**src/rtl/emb_timer_unit.sv**
```systemverilog
module emb_timer_unit #(
  parameter int TB_W     = 64,
  parameter int FIT_TAP0 = 9,
  parameter int WDT_TAP0 = 17,
  parameter int TAP_STEP = 4
) (
  input  logic            clk,
  input  logic            rst_n,
  input  logic            tick,
  input  logic [TB_W-1:0] tbase,
  input  logic            wr_en,
  input  logic [1:0]      wr_sel,
  input  logic [31:0]     wr_data,
  input  logic [1:0]      rd_sel,
  output logic [31:0]     rd_data,
  output logic            pit_irq,
  output logic            fit_irq,
  output logic            wdt_irq,
  output logic            rst_req,
  output logic [1:0]      rst_kind
);
  localparam int NTAP = 4;

  logic [31:22] ctl_q;
  logic [31:26] sts_q, sts_d;
  logic [31:0]  reload_q, cnt_q;
  logic         run_q, pit_irq_q, rst_req_q;
  logic [NTAP-1:0] fit_now, fit_prev, wdt_now, wdt_prev;

  for (genvar i = 0; i < NTAP; i++) begin : g_tap
    assign fit_now[i] = tbase[FIT_TAP0 + i*TAP_STEP];
    assign wdt_now[i] = tbase[WDT_TAP0 + i*TAP_STEP];
  end

  logic unused_tbase;
  assign unused_tbase = ^tbase;

  logic wr_ctl, wr_sts, wr_pit, ctl_stop, pit_exp, fit_evt, wdt_evt, wdt_fire;
  assign wr_ctl   = wr_en && (wr_sel == 2'd0);
  assign wr_sts   = wr_en && (wr_sel == 2'd1);
  assign wr_pit   = wr_en && (wr_sel == 2'd2);
  assign ctl_stop = wr_ctl && !wr_data[26];
  assign pit_exp  = run_q && tick && (cnt_q == 32'd1) && !wr_pit && !ctl_stop;
  assign fit_evt  = fit_now[ctl_q[25:24]] && !fit_prev[ctl_q[25:24]];
  assign wdt_evt  = wdt_now[ctl_q[31:30]] && !wdt_prev[ctl_q[31:30]];
  assign wdt_fire = wdt_evt && sts_q[31] && sts_q[30];

  always_comb begin
    sts_d = sts_q & ~(wr_sts ? wr_data[31:26] : 6'b0);
    if (fit_evt) sts_d[26] = 1'b1;
    if (pit_exp) sts_d[27] = 1'b1;
    if (wdt_evt) begin
      if (!sts_q[31])      sts_d[31] = 1'b1;
      else if (!sts_q[30]) sts_d[30] = 1'b1;
      else                 sts_d[29:28] = ctl_q[29:28];
    end
  end

  always_ff @(posedge clk or negedge rst_n) begin
    if (!rst_n) begin
      ctl_q     <= '0;
      sts_q     <= '0;
      fit_prev  <= '0;
      wdt_prev  <= '0;
      rst_req_q <= 1'b0;
      pit_irq_q <= 1'b0;
    end else begin
      if (wr_ctl) ctl_q <= wr_data[31:22];
      sts_q     <= sts_d;
      fit_prev  <= fit_now;
      wdt_prev  <= wdt_now;
      rst_req_q <= wdt_fire && (ctl_q[29:28] != 2'b00);
      if (pit_exp)                  pit_irq_q <= 1'b1;
      else if (wr_sts && wr_data[31]) pit_irq_q <= 1'b0;
    end
  end

  always_ff @(posedge clk or negedge rst_n) begin
    if (!rst_n) begin
      reload_q <= '0;
      cnt_q    <= '0;
      run_q    <= 1'b0;
    end else if (wr_pit) begin
      reload_q <= wr_data;
      cnt_q    <= wr_data;
      run_q    <= (wr_data > 32'd1) && ctl_q[26];
    end else if (ctl_stop) begin
      run_q <= 1'b0;
    end else if (pit_exp) begin
      if (ctl_q[22]) cnt_q <= reload_q;
      else begin
        cnt_q <= '0;
        run_q <= 1'b0;
      end
    end else if (run_q && tick) begin
      cnt_q <= cnt_q - 32'd1;
    end
  end

  always_comb begin
    case (rd_sel)
      2'd0:    rd_data = {ctl_q, 22'b0};
      2'd1:    rd_data = {sts_q, 26'b0};
      2'd2:    rd_data = cnt_q;
      default: rd_data = '0;
    endcase
  end

  assign pit_irq  = pit_irq_q;
  assign fit_irq  = sts_q[26] && ctl_q[23];
  assign wdt_irq  = sts_q[30] && ctl_q[27];
  assign rst_req  = rst_req_q;
  assign rst_kind = sts_q[29:28];
endmodule

```
**config.mk**
```make
export PLATFORM = sky130hd
export DESIGN_NAME = emb_timer_unit
export DESIGN_NICKNAME = d
export VERILOG_FILES = /design/src/rtl/emb_timer_unit.sv
export SDC_FILE = /design/constraint.sdc
export NUM_CORES = 1
export LEC_CHECK = 0
export BUFFER_PORTS_ARGS = -buffer_cell sky130_fd_sc_hd__buf_2
export CAP_MARGIN = 20
export CORE_AREA = 2 2 104 126
export CTS_CLUSTER_SIZE = 24
export DETAILED_ROUTE_END_ITERATION = 12
export DIE_AREA = 0 0 106 128
export GPL_TIMING_DRIVEN = 0
export PLACE_DENSITY = 0.71
export SLEW_MARGIN = 40
export SYNTH_ARGS = -nofsm -noshare
export SYNTH_HDL_FRONTEND = slang
export SYNTH_SLANG_ARGS = --single-unit
```
**constraint.sdc**
```tcl
create_clock -name clk -period 5.9 [get_ports clk]
set_input_delay 0.295 -clock clk [delete_from_list [all_inputs] [get_ports clk]]
set_output_delay 0.295 -clock clk [all_outputs]
set_load 0.03 [all_outputs]
```
# After elaboration in Yosys (flattened, before gate mapping)

Index checks and enable logic that the tools add are counted.

Flip-flop bits (word level): 91
Bits of input ports: 104
Output and inout bits: 38
Logic and storage cells: 80

Add/sub/neg operators: 1
Order comparisons: 3
Equality and inequality tests: 7
Multiplexer cells: 28
Bitwise operators: 2
Reductions and logical operators: 30

Operator list:

| cell                                                            | number |
|---|---|
| two-way mux 32 bit                                              | 5 |
| case mux 32 bit (3 select lines)                                | 1 |
| == test 32 x 1 -> 1 bit (second input constant)                 | 1 |
| greater-than comparator 32 x 1 -> 1 bit (second input constant) | 1 |
| subtractor 32 x 1 -> 32 bit (second input constant)             | 1 |
| logical AND 1 bit                                               | 17 |
| two-way mux 1 bit                                               | 14 |
| binary-select mux 1 bit (select 2 bit)                          | 4 |
| bitwise AND 6 bit                                               | 1 |
| < comparator 2 x 3 -> 1 bit (second input constant)             | 2 |
| two-way mux 6 bit                                               | 1 |
| inverter 6 bit                                                  | 1 |
| nonzero test 3 bit                                              | 2 |
| logical NOT 1 bit                                               | 5 |
| == test 2 x 1 -> 1 bit (second input constant)                  | 2 |
| == test 2 bit (second input constant)                           | 2 |
| logical NOT 2 bit                                               | 2 |
| two-way mux 4 bit                                               | 1 |
| AND reduction 2 bit                                             | 2 |
| nonzero test 2 bit                                              | 2 |
| two-way mux 3 bit                                               | 1 |
| inequality test 3 x 1 -> 1 bit (second input constant)          | 1 |
| two-way mux 2 bit                                               | 1 |
| inequality test 2 bit (second input constant)                   | 1 |

# Logic depth before layout (Yosys ltp)

Depth after elaboration: 8
Depth in mapped cells: 9
Mapped depth without buffers: 8

# Least setup slack after synthesis

No wires, ideal clock.

Kind: register -> register
Start point: reg cnt_q[17]
End point: reg cnt_q[0]
Arrival time: 2391 ps
Required time: 5823 ps
Path slack: 3431 ps
Cell stages (with the launch flop): 8
Period minus slack after synthesis: 2469 ps
Cell sequence: dfrtp_1 -> or3_4 -> or3_4 -> or4_4 -> or2_1 -> buf_6 -> o221a_1 -> a21oi_1

Longest elaborated chain between the ends: 7
Elaborated cells between the ends (all ways): 9
Classes of those cells: eq/ne: 1; mux: 3; reduce/logical: 5

RTL lines:

| item                              | line | text |
|---|---|---|
| start: declaration                | 26   | `logic [31:0] reload_q, cnt_q;` |
| start signal: assignment          | 85   | `cnt_q <= wr_data;` |
| start signal: assignment          | 90   | `if (ctl_q[22]) cnt_q <= reload_q;` |
| start signal: assignment          | 96   | `cnt_q <= cnt_q - 32'd1;` |
| == test 32 x 1 -> 1 bit *         | 43   | `assign pit_exp = run_q && tick && (cnt_q == 32'd1) && !wr_pit && !ctl_stop;` |
| logical AND 1 bit * (3 in series) | 43   |  |
| two-way mux 32 bit                | 89   | `end else if (pit_exp) begin` |
| two-way mux 32 bit                | 87   | `end else if (ctl_stop) begin` |
| two-way mux 32 bit                | 83   | `end else if (wr_pit) begin` |

Mark *: on every way between the ends. The rest lies on a longest branch, timed or not. The select of a mux whose other input is x is not followed.
A chain may end at the register's enable or synchronous reset.

# Worst setup path after layout

Start point: reg cnt_q[8]
End point: reg cnt_q[14]

Longest elaborated chain between the ends: 7
Elaborated cells between the ends (all ways): 11
Classes of those cells: add/sub: 1; eq/ne: 1; mux: 4; reduce/logical: 5

RTL lines:

| item |
|---|
| branches (longest 7 deep; another with subtractor 32 x 1 -> 32 bit) |

Several ways; the timed one is not identified. The select of a mux whose other input is x is not followed.

==> metrics <==
hold_sp=tbase[17]; Port Buffer Count=83; Peak Freq=0.3266 GHz; number of synthesized flops with an enable pin=0; Max-slew headroom=48.22%; Setup TNS=0 ps; critical path class=register to register; peak per-stage delay on the critical path=500 ps; Critical Path AT=3250 ps; Die H=128 um; flop2flop setup slack=2840 ps; worst slew pin tran=771.6 ps; die span in x=106 um; Worst-path clk slew=60 ps; core area=12440 um^2; R2R Path Start=cnt_q[8]; starting density of the core=38.99%; Final Cycle Share=51.90%; Max Slew Vio Count=0; Post-Route WL=15180 um; worst path required time=6090 ps; FF-to-FF End=cnt_q[14]; wire per inst=18.40 um; Post-synth ARST share=100.0%; Cells after Synth=560; Setup crit start kind=register; RSZ-0062 raised after global routing=false; syn_nets=666; Worst Hold End=wdt_prev[0]; CP Cell Sequence=buf_2, nor4_4, nand3_1, nor2_1, a31o_2, buf_2, clkbuf_1, o21ai_0; vias in the first global route=4563; clock latency on the worst-skew pair=340 ps; number of antenna diodes=0; post-CTS setup buffers=0; Hold Vio Cnt, Final=0; share of cells above drive strength 1=19.06%; #FFs+latches synth=89; most used cell, CP=buf_2; area delta synth->final=21.45%; Critical Path Slowest Stage Cell=clkbuf_1; Clock Tree Root=clkbuf_16; via count=4688; # rows=45; HPWL Detailed=11020 um; worst-case clock buffer depth=2; CTS buffer count=9; Finished Cell Area=5893 um^2; Synth cell types=56; total gr overflow=0; Final Critical Period=3062 ps; post-synthesis cell area=4852 um^2; CTS H-Tree Depth=3; Buf+Inv Stages, Crit Path=3; max_cap viols=0; Synth Flop Type=dfrtp_1; Peak VDD IR=0.2109 mV; DRT Pass-1 Iters=5; Top delay family on crit path=simple AND/OR/NAND/NOR gates; gr usage total=22.83%; largest net degree at the start of global routing=48; Synth Area per Inst=8.665 um^2; Die Area=13570 um^2; Worst R2R Path Depth=8; status=complete, no violations; initial antenna violation count=0; DRT iter0 DRCs=330; PD cells=322.1 nW/um^2; Final ANT Viol Nets=0; # clock sinks=89; Clock Skew=4.878 ps; Placer Congestion=0.9448; DR vias/cell=5.682; Lkg Pwr=2.673 nW; Hold WC Path Type=input port to register; worst-path maximum fanout=10; Setup-failing EPs final=0; Ys Warns=0; num ports=142; Hold Path Depth=1; Setup crit end kind=register; wire length of the first global-routing pass=23880 um; Final #Nets=762; DRC Markers=0; DP Area=5518 um^2; post-synthesis sequential area ratio=45.90%; CTS tree=built
[what timing repair did]
action	4_1_cts	5_1_grt
gates resized for setup	0	0
hold endpoints to repair	42	0
hold buffers	1	0
[worst register-to-register path: stages, from the launching register on]
cell and delay (ps):
dfrtp_1 350, buf_2 180, nor4_4 430, nand3_1 330, nor2_1 330, a31o_2 290, buf_2 280, clkbuf_1 500
o21ai_0 220
[flip-flops by register name, summed over array words and instances, names as in the netlist]
| signal | flops |
|---|---|
| cnt_q | 32 |
| ctl_q | 10 |
| fit_prev | 2 |
| pit_irq | 1 |
| reload_q | 32 |
| rst_req | 1 |
| run_q | 1 |
| sts_q | 6 |
| wdt_prev | 4 |
[placed cells by master (no fill, tap or decap), types with 9 or more instances in the layout]
cell,count
a21boi_0,9
mux2_2,12
nor3_1,20
inv_1,17
a21oi_1,19
nand2_1,129
nor4_1,14
and2_1,25
clkbuf_1,24
nor2_1,32
o21ai_0,41
nand3_1,14
buf_2,84
mux2i_1,17
dfrtp_1,89
clkbuf_16,9
[final cells by class]
class | count | area (um^2)
buffer | 28 | 122.6
sequential | 89 | 2227
tap | 164 | 205.2
clock buffer | 11 | 232.7
inverter | 17 | 63.81
multi-input combinational | 426 | 2455
clock inverter | 5 | 127.6
timing repair buffer | 85 | 459.2
fill | 1224 | 6550
[through the flow]
stage / total power (W) / hold slack (ps) / utilization, % / setup slack, ps / cells
final: 0.001898 / 64.75 / 47.36 / 2838 / 825
after global routing: 0.001980 / 67.04 / 47.36 / 2655 / 825
after CTS: 0.001905 / 61.00 / 47.32 / 2826 / 825
after detailed placement: 0.001209 / 247.7 / 44.34 / 2855 / 808
after global placement: 0.001195 / 417.2 / 43.98 / 2801 / 807
after floorplan: 0.001062 / -0.5911 / - / 3431 / 560
[report_power, final]
part	internal (W)	switching (W)
sequential	0.000709	0.0000912
combinational	0.000159	0.000244
clock	0.000457	0.000239
[synth_stat cells (7+ instances only)]
| cell | n | area [um^2] |
|---|---|---|
| o221ai_1 | 7 | 61.31 |
| mux2i_1 | 17 | 170.2 |
| nor2_1 | 33 | 123.9 |
| nor3_1 | 21 | 105.1 |
| nand3_1 | 14 | 70.07 |
| nor4_1 | 14 | 87.58 |
| mux2_2 | 12 | 135.1 |
| and2_1 | 25 | 156.4 |
| a31oi_1 | 7 | 43.79 |
| a21oi_1 | 19 | 95.09 |
| a21boi_0 | 9 | 67.56 |
| inv_1 | 17 | 63.81 |
| clkbuf_1 | 22 | 82.58 |
| o21ai_0 | 41 | 205.2 |
| nand2_1 | 129 | 484.2 |
| dfrtp_1 | 89 | 2227 |
[per-layer routing]
| metal | GRT usage, % | vias to the layer above | share of wire [%] |
|---|---|---|---|
| met3 | 4.270 | 38 | 6.4 |
| met2 | 38.14 | 205 | 48 |
| met5 | 0 | - | 0 |
| met1 | 28.87 | 2261 | 42 |
| met4 | 10.22 | 0 | 3.4 |
| li1 | - | 2184 | - |
[worst max path at each step]
stage	from	endpoint	slack (ps)	depth (start not counted)
2_1_floorplan	cnt_q[17]	cnt_q[0]	3430	7
3_3_place_gp	cnt_q[2]	cnt_q[12]	2800	6
3_5_place_dp	cnt_q[2]	cnt_q[4]	2860	7
4_1_cts	cnt_q[2]	cnt_q[4]	2830	7
5_1_grt	cnt_q[8]	cnt_q[14]	2650	8
6_report	cnt_q[8]	cnt_q[14]	2840	8
[cells by family (layout without fill, tap and decap cells)]
kind of cell               Yosys count  in the layout  synth area share, %
and+or+nand+nor                    271            271                26.61
AOI/OAI and AO/OA                  121            121                16.30
DFF                                 89             89                45.90
buffers and inverters               45            146                3.842
muxes                               29             29                6.292
xor gates and xnor gates             3              3               0.5416
adders and majority gates            2              2               0.5156
Power figures use the tool's default switching activity.
